## src/rtl/spec_track_pkg.sv

```systemverilog
package spec_track_pkg;

  typedef enum logic [2:0] {
    LS_INV = 3'd0,
    LS_SHR = 3'd1,
    LS_EXC = 3'd2,
    LS_SPS = 3'd3,
    LS_SPE = 3'd4
  } line_st_e;

  typedef struct packed {
    line_st_e st;
    logic     rd_mark;
    logic     wr_mark;
    logic     dirty;
  } line_t;

  function automatic line_st_e commit_state(input line_st_e s);
    case (s)
      LS_SPS:  return LS_SHR;
      LS_SPE:  return LS_EXC;
      default: return s;
    endcase
  endfunction

  function automatic logic is_shared(input line_st_e s);
    return (s == LS_SHR) || (s == LS_SPS);
  endfunction

endpackage

```

## src/rtl/spec_line_array.sv

```systemverilog
module spec_line_array
  import spec_track_pkg::*;
#(
  parameter int NUM_LINES = 8,
  parameter int TAG_W     = 4,
  localparam int IDX_W    = $clog2(NUM_LINES)
) (
  input  logic             clk,
  input  logic             rst_n,
  input  logic             acc_en,
  input  logic             acc_store,
  input  logic [IDX_W-1:0] acc_idx,
  input  logic [TAG_W-1:0] acc_tag,
  input  logic             inv_valid,
  input  logic [IDX_W-1:0] inv_idx,
  input  logic [TAG_W-1:0] inv_tag,
  input  logic             commit,
  input  logic             squash,
  output logic             req_present,
  output logic             req_tag_match,
  output logic             req_spec,
  output logic             req_shared,
  output logic             req_wr_mark,
  output logic             inv_hit_rd
);

  logic [TAG_W-1:0] tag_q  [NUM_LINES];
  line_t            line_q [NUM_LINES];

  for (genvar g = 0; g < NUM_LINES; g++) begin : g_line
    logic [TAG_W-1:0] tag_n;
    line_t            line_n;
    logic             acc_hit;
    logic             inv_hit;

    assign acc_hit = (line_q[g].st != LS_INV) && (tag_q[g] == acc_tag);
    assign inv_hit = inv_valid && (inv_idx == IDX_W'(g)) &&
                     (line_q[g].st != LS_INV) && (tag_q[g] == inv_tag);

    always_comb begin
      tag_n  = tag_q[g];
      line_n = line_q[g];
      if (commit) begin
        line_n.st      = commit_state(line_q[g].st);
        line_n.dirty   = line_q[g].dirty | line_q[g].wr_mark;
        line_n.rd_mark = 1'b0;
        line_n.wr_mark = 1'b0;
      end else if (squash) begin
        if (line_q[g].wr_mark) begin
          line_n = '{st: LS_INV, rd_mark: 1'b0, wr_mark: 1'b0, dirty: 1'b0};
        end else begin
          line_n.st      = commit_state(line_q[g].st);
          line_n.rd_mark = 1'b0;
        end
      end else if (acc_en && (acc_idx == IDX_W'(g))) begin
        if (acc_hit) begin
          if (acc_store) begin
            line_n.st      = is_shared(line_q[g].st) ? LS_SPS : LS_SPE;
            line_n.wr_mark = 1'b1;
          end else begin
            line_n.st      = is_shared(line_q[g].st) ? LS_SPS : LS_SPE;
            line_n.rd_mark = 1'b1;
          end
        end else begin
          tag_n = acc_tag;
          if (acc_store) begin
            line_n = '{st: LS_SPE, rd_mark: 1'b0, wr_mark: 1'b1, dirty: 1'b0};
          end else begin
            line_n = '{st: LS_SPS, rd_mark: 1'b1, wr_mark: 1'b0, dirty: 1'b0};
          end
        end
      end
      // coherence invalidation is always honoured, after any local update
      if (inv_hit) begin
        line_n = '{st: LS_INV, rd_mark: 1'b0, wr_mark: 1'b0, dirty: 1'b0};
      end
    end

    always_ff @(posedge clk) begin
      if (!rst_n) begin
        tag_q[g]  <= '0;
        line_q[g] <= '{st: LS_INV, rd_mark: 1'b0, wr_mark: 1'b0, dirty: 1'b0};
      end else begin
        tag_q[g]  <= tag_n;
        line_q[g] <= line_n;
      end
    end
  end

  always_comb begin
    req_present   = line_q[acc_idx].st != LS_INV;
    req_tag_match = tag_q[acc_idx] == acc_tag;
    req_spec      = line_q[acc_idx].rd_mark | line_q[acc_idx].wr_mark;
    req_shared    = is_shared(line_q[acc_idx].st);
    req_wr_mark   = line_q[acc_idx].wr_mark;
    inv_hit_rd    = inv_valid && (line_q[inv_idx].st != LS_INV) &&
                    (tag_q[inv_idx] == inv_tag) && line_q[inv_idx].rd_mark;
  end

endmodule

```

## src/rtl/spec_orb.sv

```systemverilog
module spec_orb #(
  parameter int DEPTH  = 4,
  parameter int ADDR_W = 7,
  localparam int PTR_W = $clog2(DEPTH),
  localparam int CNT_W = $clog2(DEPTH + 1)
) (
  input  logic              clk,
  input  logic              rst_n,
  input  logic              push,
  input  logic [ADDR_W-1:0] push_addr,
  input  logic              commit,
  input  logic              squash,
  output logic              full,
  output logic              draining,
  output logic              own_valid,
  input  logic              own_ready,
  output logic [ADDR_W-1:0] own_addr
);

  logic [ADDR_W-1:0] mem_q [DEPTH];
  logic [PTR_W-1:0]  wr_ptr_q, rd_ptr_q;
  logic [CNT_W-1:0]  cnt_q;
  logic              drain_q;

  assign full      = cnt_q == CNT_W'(DEPTH);
  assign draining  = drain_q;
  assign own_valid = drain_q;
  assign own_addr  = mem_q[rd_ptr_q];

  always_ff @(posedge clk) begin
    if (!rst_n) begin
      wr_ptr_q <= '0;
      rd_ptr_q <= '0;
      cnt_q    <= '0;
      drain_q  <= 1'b0;
    end else if (drain_q) begin
      if (own_ready) begin
        if (cnt_q == CNT_W'(1)) begin
          drain_q  <= 1'b0;
          cnt_q    <= '0;
          wr_ptr_q <= '0;
          rd_ptr_q <= '0;
        end else begin
          cnt_q    <= cnt_q - CNT_W'(1);
          rd_ptr_q <= PTR_W'(rd_ptr_q + PTR_W'(1));
        end
      end
    end else if (squash) begin
      cnt_q    <= '0;
      wr_ptr_q <= '0;
      rd_ptr_q <= '0;
    end else if (commit) begin
      drain_q <= cnt_q != '0;
    end else if (push && !full) begin
      wr_ptr_q <= PTR_W'(wr_ptr_q + PTR_W'(1));
      cnt_q    <= cnt_q + CNT_W'(1);
    end
  end

  always_ff @(posedge clk) begin
    if (push && !full && !drain_q && !commit && !squash) begin
      mem_q[wr_ptr_q] <= push_addr;
    end
  end

endmodule

```

## src/rtl/spec_line_tracker.sv

```systemverilog
module spec_line_tracker #(
  parameter int NUM_LINES = 8,
  parameter int TAG_W     = 4,
  parameter int TID_W     = 2,
  parameter int ORB_DEPTH = 4,
  localparam int IDX_W       = $clog2(NUM_LINES),
  localparam int ADDR_W      = TAG_W + IDX_W,
  localparam int NUM_THREADS = 1 << TID_W
) (
  input  logic                   clk,
  input  logic                   rst_n,
  input  logic                   req_valid,
  output logic                   req_ready,
  input  logic                   req_store,
  input  logic [ADDR_W-1:0]      req_addr,
  input  logic                   inv_valid,
  input  logic [ADDR_W-1:0]      inv_addr,
  input  logic [TID_W-1:0]       inv_tid,
  input  logic [TID_W-1:0]       own_tid,
  input  logic [NUM_THREADS-1:0] later_mask,
  input  logic                   commit,
  input  logic                   squash,
  output logic                   violation,
  output logic                   repl_stall,
  output logic                   orb_stall,
  output logic                   own_valid,
  input  logic                   own_ready,
  output logic [ADDR_W-1:0]      own_addr
);

  logic req_present, req_tag_match, req_spec, req_shared, req_wr_mark;
  logic inv_hit_rd;
  logic orb_full, orb_draining;
  logic needs_orb, accept, inv_earlier, violation_q;

  assign needs_orb  = req_valid && req_store && req_present && req_tag_match &&
                      req_shared && !req_wr_mark;
  assign repl_stall = req_valid && req_present && !req_tag_match && req_spec;
  assign orb_stall  = needs_orb && (orb_full || orb_draining);
  assign req_ready  = !(commit || squash || repl_stall || orb_stall);
  assign accept     = req_valid && req_ready;

  assign inv_earlier = !later_mask[inv_tid] && (inv_tid != own_tid);

  spec_line_array #(
    .NUM_LINES (NUM_LINES),
    .TAG_W     (TAG_W)
  ) u_lines (
    .clk           (clk),
    .rst_n         (rst_n),
    .acc_en        (accept),
    .acc_store     (req_store),
    .acc_idx       (req_addr[IDX_W-1:0]),
    .acc_tag       (req_addr[ADDR_W-1:IDX_W]),
    .inv_valid     (inv_valid),
    .inv_idx       (inv_addr[IDX_W-1:0]),
    .inv_tag       (inv_addr[ADDR_W-1:IDX_W]),
    .commit        (commit),
    .squash        (squash),
    .req_present   (req_present),
    .req_tag_match (req_tag_match),
    .req_spec      (req_spec),
    .req_shared    (req_shared),
    .req_wr_mark   (req_wr_mark),
    .inv_hit_rd    (inv_hit_rd)
  );

  spec_orb #(
    .DEPTH  (ORB_DEPTH),
    .ADDR_W (ADDR_W)
  ) u_orb (
    .clk       (clk),
    .rst_n     (rst_n),
    .push      (accept && needs_orb),
    .push_addr (req_addr),
    .commit    (commit),
    .squash    (squash),
    .full      (orb_full),
    .draining  (orb_draining),
    .own_valid (own_valid),
    .own_ready (own_ready),
    .own_addr  (own_addr)
  );

  always_ff @(posedge clk) begin
    if (!rst_n) begin
      violation_q <= 1'b0;
    end else begin
      violation_q <= inv_hit_rd && inv_earlier && !squash && !commit;
    end
  end

  assign violation = violation_q;

endmodule

```

## config.mk

```make
export PLATFORM = sky130hd
export DESIGN_NAME = spec_line_tracker
export DESIGN_NICKNAME = d
export VERILOG_FILES = /design/src/rtl/spec_track_pkg.sv /design/src/rtl/spec_line_array.sv /design/src/rtl/spec_orb.sv /design/src/rtl/spec_line_tracker.sv
export SDC_FILE = /design/constraint.sdc
export NUM_CORES = 1
export LEC_CHECK = 0
export BUFFER_PORTS_ARGS = -buffer_cell sky130_fd_sc_hd__buf_2
export CORE_MARGIN = 1.5
export CORE_UTILIZATION = 35
export CTS_BUF_LIST = sky130_fd_sc_hd__clkbuf_8
export DETAILED_ROUTE_END_ITERATION = 10
export HOLD_SLACK_MARGIN = 0.05
export SLEW_MARGIN = 20
export SYNTH_ARGS = -nofsm -noshare
export SYNTH_HDL_FRONTEND = slang
export SYNTH_SLANG_ARGS = --single-unit
```

## constraint.sdc

```tcl
create_clock -name clk -period 3.95 [get_ports clk]
set_clock_uncertainty 0.2 [all_clocks]
set_input_delay 0 -clock clk [delete_from_list [all_inputs] [get_ports clk]]
set_output_delay 0 -clock clk [all_outputs]
set_load 0.05 [all_outputs]
```

==> results of run 1 <==
-- registers in the layout, indices dropped and copies added (netlist names), named ones only --
name	cells
violation	1
u_orb.rd_ptr_q	2
u_orb.cnt_q	3
u_lines.line_q	40
u_orb.draining	1
u_orb.mem_q	28
u_lines.tag_q	32
u_orb.wr_ptr_q	2
-- what timing repair did --
action / CTS / global route
hold buffers: 17 / 0
resized for setup: 0 / 0
endpoints found under the hold margin: 101 / 0
-- cells in the mapped netlist, types with 18 or more instances --
| library cell | n |
|---|---|
| a21oi_1 | 49 |
| o21ai_0 | 24 |
| inv_1 | 26 |
| xnor2_1 | 45 |
| xor2_1 | 28 |
| nor2_1 | 68 |
| dfxtp_1 | 83 |
| nand3_1 | 18 |
| nand2_1 | 69 |
| edfxtp_1 | 28 |
| clkbuf_1 | 29 |
| mux4_2 | 24 |
| nand4_1 | 25 |
| mux2i_1 | 46 |
| nor3_1 | 25 |
-- worst register-to-register path: stages, from the launching register on --
cell,delay [ns]
dfxtp_1,0.46
mux2i_1,0.14
a22o_1,0.27
o21a_1,0.20
nor4b_4,0.36
nand2_1,0.25
nor3_4,0.38
mux2i_1,0.15
o41ai_2,0.26
dlygate4sd3_1,0.58
-- final timing paths --
path	to	slack, ns	depth (start not counted)
hold / removal	u_lines.line_q[2][5]	0.09	4
hold reg to reg	u_lines.line_q[5][2]	0.28	2
setup reg to reg	u_orb.cnt_q[1]	0.66	9
setup / recovery	u_orb.cnt_q[1]	0.31	12
-- report_power, final --
group,leakage [nW],total (mW),internal [mW],switching (mW)
logic,1.87,0.342,0.129,0.213
registers,0.922,1.20,1.17,0.0204
clock network,0.109,0.757,0.310,0.446
total,2.90,2.29,1.61,0.680
-- cells by family after synthesis --
family	after synthesis	synth area share
buffers and inverters	74	0.0473
and+or+nand+nor	260	0.182
AOI/OAI and AO/OA	164	0.155
adders and majority gates	11	0.0184
DFF	111	0.353
xor gates and xnor gates	73	0.0902
muxes	78	0.154
-- placed cells by master (no fill, tap or decap), types with 7 or more instances in the layout --
cell	count
a21o_1	8
a21oi_1	49
a22o_1	7
a31oi_1	7
and2_1	10
buf_2	41
buf_4	15
clkbuf_8	9
dfxtp_1	83
dlygate4sd3_1	17
edfxtp_1	28
ha_1	8
inv_1	26
mux2_2	8
mux2i_1	46
mux4_2	24
nand2_1	69
nand2b_1	12
nand3_1	18
nand4_1	25
nor2_1	68
nor3_1	25
o211ai_1	8
o21ai_0	24
o31ai_1	8
or3_1	7
xnor2_1	45
xor2_1	28
-- layer usage --
layer	track usage	vias to the layer above	part of all wire
met3	0.0384	41	0.082
li1	-	2892	-
met2	0.309	312	0.45
met4	0.0735	0	0.031
met1	0.274	3016	0.44
met5	0	-	0
-- area by class of cell --
class	count	area, um^2	area share
inverters	26	97.6	0.0124
clock inverters	7	87.6	0.0111
flip-flops and latches	111	2500	0.317
multi-input cells	586	4250	0.539
clock buffers	9	124	0.0157
well taps	265	332	0.0421
repair buffers	73	488	0.0619
==> parameters.txt, run 1 <==
Parameter                              Value

Clock tree
  Number of sinks on the clock net    ~110
  CTS tree    yes
  Number of setup buffers added after CTS    0
  Number of buffers created by CTS    9
  Clock transition at the registers of the reported paths    between 0.1 and 0.15 ns
  Clock Latency Late Sink    roughly 0.41 ns
  CTS Buffer Depth    2
  Clock root buffer    clkbuf_8
  H-tree lvl count    3

Synth
  Asr flop ratio synth    0
  Top-area cell type share of the netlist area    0.234
  Warning count from the yosys run    0
  Synth Flop Type    dfxtp_1
  Post-Syn Area per Cell    between 9 and 10 um^2
  Distinct cell type count of the synthesized netlist    70
  Summed instance area of the synthesized netlist    between 0.007 and 0.008 mm^2
  Post-Synthesis Cells    slightly below 800
  Part of the Yosys area used for sequential elements    0.353
  Count of flip-flops with a built-in enable after synthesis    28
  Cell taking the most area after synthesis    dfxtp_1
  Flop and latch count out of synthesis    around 110
  Top cells by area in the synthesized netlist    dfxtp_1 (23%), edfxtp_1 (12%), mux4_2 (7.6%)
  Syn nets    between 800 and 900

Critical path
  Worst path slowest cell    dlygate4sd3_1
  Kind of cell with the highest combined delay on the critical path    buffers and inverters
  Category of the most critical setup path    in2reg
  Critical Path Start Type    input pin
  Kind of end point of the critical path    flip-flop
  Data arrival time of the worst path    ~3.8 ns
  Worst R2R Start    u_lines.tag_q[6][3]
  Series of cell instances along the critical path    dlygate4sd3_1 -> buf_2 -> buf_4 -> mux4_2 -> mux2i_1 -> o211ai_1 -> nor2_1 -> nand2_1 -> nor3_4 -> mux2i_1 -> o41ai_2 -> dlygate4sd3_1
  Buffers & Inverters on Critical Path    4
  Peak per-stage delay on the critical path    between 0.5 and 0.6 ns
  Max Fanout on Critical Path    21
  WP data required    4.11 ns
  Crit path launch    req_addr[1]

Placement
  Number of buffers inserted by port buffering    a little over 40
  Placer Congestion    between 0.9 and 1
  Number of placed cells counting well taps    1,044
  Area of placed instances    ~0.0075 mm^2
  Estimated wirelength of the detail-placed design    roughly 15,000 um
  Placement Setup Slack    0.684 ns

Route
  Residual antenna-violating net count after detailed routing    0
  Drt initial violations    between 700 and 800
  DR WL/cell    around 20 um
  Remaining DRCs    0
  DR pass1 iterations    6
  Vias    6,261
  Wire length reported by the detailed router    between 20,000 and 25,000 um
  Routed via count divided by cell count    5.81

Final layout
  Diodes inserted    0
  Number of inserted filler cells in the final layout    approximately 2,000
  Summed area of non-filler cells in the final layout    a little under 0.008 mm^2
  Fin cells    between 1,000 and 1,500
  Area growth from synthesis to layout    11.2%
  Final core occ    0.401
  Final net count    845
  Layout cells sized above 1    0.144

Global route
  Global-route wire length before repair    about 33,000 um
  Largest net degree at the start of global routing    40
  Vias in the first global route    5,870
  Total routing resource utilization after global routing    0.199
  Overflow after GRT    0
  Antenna violations before repair    0

Timing
  Final hold viol count    0
  Setup repair after global routing missed its margin    no
  Setup violators final    0
  Final-layout worst hold slack    between 0.08 and 0.09 ns
  Crit path setup slack, layout    between 0.3 and 0.4 ns
  Remaining max-slew budget at the tightest pin    0.407
  Sum of negative setup slack    0 ns
  Final Max Slew Viols    0
  Final clock period utilization by the worst path    0.922
  Worst-Margin Slew    0.887 ns
  Max Fclk    between 0.2 and 0.3 GHz
  Clock period minus final worst setup slack    between 3 and 4 ns

Floorplanning
  Number of ports placed on the die boundary    42
  Floorplan core area    ~0.02 mm^2
  Die Outline Area    roughly 0.021 mm^2
  Die width    145 um
  Number of placement rows    51
  Vertical die dimension    between 100 and 150 um
  Starting density of the core    0.361

Status
  Result of the run    completed

Min path
  Classification of the worst-slack hold path    in2reg
  Start point of the worst min-delay path    req_valid

Power
  Maximum resistive drop on vdd    0.000248 V
  Areal power density over the cells    ~290 mW/mm^2
  Total power consumption of the routed design    approximately 2.3 mW
  Leak Pwr    between 2 and 3 nW

Job
  Max-cap violation count    0
Note: power is estimated with default switching activity, not from simulation.
==> run 2: changes to the inputs <==
CELL_PAD_IN_SITES_DETAIL_PLACEMENT = 1   (was unset)
CELL_PAD_IN_SITES_GLOBAL_PLACEMENT = 1   (was unset)
PLACE_DENSITY_LB_ADDON = 0.1   (was unset)
==> parameters.txt, run 2 (synthesis gave the netlist of run 1 again) <==
Parameter                              Value

Status
  Result of the run    completed (unchanged)

Floorplanning
  Vertical die dimension    145 um (unchanged)
  Die width    145 um (unchanged)
  Number of placement rows    51 (unchanged)
  Floorplan core area    0.0197 mm^2 (unchanged)
  Starting density of the core    0.361 (unchanged)
  Number of ports placed on the die boundary    42 (unchanged)
  Die Outline Area    0.0211 mm^2 (unchanged)

Clock tree
  Clock transition at the registers of the reported paths    0.12 ns (about the same)
  Clock root buffer    clkbuf_8 (unchanged)
  Clock Latency Late Sink    0.41 ns (about the same)
  CTS Buffer Depth    2 (unchanged)
  Number of buffers created by CTS    9 (unchanged)
  Number of setup buffers added after CTS    0 (unchanged)
  H-tree lvl count    3 (unchanged)
  CTS tree    yes (unchanged)
  Number of sinks on the clock net    111 (unchanged)

Critical path
  Kind of end point of the critical path    primary output (was flip-flop)
  Critical Path Start Type    input pin (unchanged)
  Data arrival time of the worst path    3.51 ns (was 3.80 ns)
  Series of cell instances along the critical path    dlygate4sd3_1 -> buf_4 -> buf_4 -> mux2_2 -> o22ai_1 -> nor2_1 -> o311ai_0 -> a31o_2 -> nand2_1 -> nor2_1 -> buf_2 (was dlygate4sd3_1 -> buf_2 -> buf_4 -> mux4_2 -> mux2i_1 -> o211ai_1 -> nor2_1 -> nand2_1 -> nor3_4 -> mux2i_1 -> o41ai_2 -> dlygate4sd3_1)
  Peak per-stage delay on the critical path    0.53 ns (was 0.58 ns)
  Category of the most critical setup path    in2out (was in2reg)
  Worst path slowest cell    dlygate4sd3_1 (unchanged)
  Max Fanout on Critical Path    30 (was 21)
  WP data required    3.75 ns (was 4.11 ns)

Timing
  Setup repair after global routing missed its margin    no (unchanged)
  Remaining max-slew budget at the tightest pin    0.449 (was 0.407)
  Final Max Slew Viols    0 (unchanged)
  Max Fclk    0.269 GHz (was 0.275 GHz)
  Final clock period utilization by the worst path    0.940 (was 0.922)
  Worst-Margin Slew    0.818 ns (was 0.887 ns)
  Sum of negative setup slack    0 ns (unchanged)
  Final hold viol count    0 (unchanged)
  Clock period minus final worst setup slack    3.71 ns (was 3.64 ns)
  Setup violators final    0 (unchanged)
  Crit path setup slack, layout    0.237 ns (was 0.308 ns)

Route
  DR WL/cell    22.7 um (was 19.5 um)
  Remaining DRCs    0 (unchanged)
  Wire length reported by the detailed router    24,400 um (was 21,000 um)
  Drt initial violations    429 (was 738)
  Residual antenna-violating net count after detailed routing    0 (unchanged)
  DR pass1 iterations    5 (was 6)
  Routed via count divided by cell count    5.81 (about the same)
  Vias    6,260 (was 6,261)

Global route
  Largest net degree at the start of global routing    40 (unchanged)
  Overflow after GRT    0 (unchanged)
  Total routing resource utilization after global routing    0.235 (was 0.199)
  Global-route wire length before repair    38,300 um (was 33,100 um)
  Vias in the first global route    6,591 (was 5,870)
  Antenna violations before repair    0 (unchanged)

Power
  Areal power density over the cells    291 mW/mm^2 (about the same)
  Leak Pwr    2.90 nW (about the same)
  Maximum resistive drop on vdd    0.000193 V (was 0.000248 V)

Final layout
  Layout cells sized above 1    0.143 (was 0.144)
  Most common cell after layout, fill and taps aside    dfxtp_1 (unchanged)
  Final core occ    0.401 (about the same)
  Final net count    845 (unchanged)
  Summed area of non-filler cells in the final layout    0.00788 mm^2 (about the same)
  Regs by FF count    u_lines.line_q: 40 flops, u_lines.tag_q: 32 flops, u_orb.mem_q: 28 flops (unchanged)
  Diodes inserted    0 (unchanged)
  Flip-flop count of the largest register, all copies and words added    40 (unchanged)
  Number of inserted filler cells in the final layout    2,323 (was 2,000)
  Largest reg by FF count    u_lines.line_q (unchanged)
  Area growth from synthesis to layout    11.2% (about the same)
  Most frequent cells in the layout    dfxtp_1 (83), nand2_1 (69), nor2_1 (68) (unchanged)

Placement
  Placer Congestion    0.892 (was 0.908)
  Placement Setup Slack    0.327 ns (was 0.684 ns)
  Area of placed instances    0.00749 mm^2 (was 0.00750 mm^2)
  Number of buffers inserted by port buffering    41 (unchanged)
  Estimated wirelength of the detail-placed design    18,300 um (was 15,400 um)

Job
  Max-cap violation count    0 (unchanged)

Min path
  Classification of the worst-slack hold path    in2reg (unchanged)
## run 2: critical path, delay by kind of cell
family / cells / cell delay (ns)
AO/OA/AOI/OAI: 3 / 0.98
buffers and inverters: 4 / 1.49
multiplexers: 1 / 0.35
AND/OR/NAND/NOR: 3 / 0.66
## run 2: repair_timing
item | CTS | global route
setup endpoints to repair | 0 | 3
hold buffers | 18 | 0
hold endpoints to repair | 101 | 0
resized for setup | 0 | 2
## run 2: path summary, 6_finish.rpt
path | start | end | slack (ns) | depth (start not counted)
max reg2reg | u_lines.tag_q[0][3] | u_orb.cnt_q[1] | 0.58 | 9
min | inv_addr[3] | u_lines.line_q[6][1] | 0.11 | 5
max | req_addr[1] | req_ready | 0.24 | 11
min reg2reg | u_lines.line_q[2][2] | u_lines.line_q[2][2] | 0.28 | 2
## run 2: metal layers
| metal | up-vias | share of wire | wire, um | global-route usage |
|---|---|---|---|---|
| li1 | 2896 | - | - | - |
| met3 | 38 | 0.045 | 1110 | 0.0368 |
| met1 | 3133 | 0.43 | 10500 | 0.298 |
| met2 | 193 | 0.51 | 12400 | 0.416 |
| met5 | - | 0 | 0 | 0 |
| met4 | 0 | 0.018 | 447 | 0.0561 |
## run 2: area by class of cell
type                    instances  area [um^2]  area share
clock buffers                   9          124      0.0157
clock inverters                 7         81.3      0.0103
inverters                      26         97.6      0.0124
multi-input cells             586         4250       0.539
flip-flops and latches        111         2500       0.318
well taps                     265          332      0.0421
repair buffers                 73          493      0.0625
## run 2: stage by stage
step | instances | power (mW) | hold WS (ns)
floorplan | 771 | 1.45 | -0.101
global route | 1077 | 2.40 | 0.150
CTS | 1077 | 2.32 | 0.109
global placement | 1043 | 1.55 | 0.126
detailed placement | 1043 | 1.56 | 0.136
finish | 1077 | 2.30 | 0.111
## run 2: power by group
group,switching (mW),internal [mW],total [mW]
logic,0.222,0.130,0.352
clock network,0.487,0.260,0.747
registers,0.0222,1.17,1.20
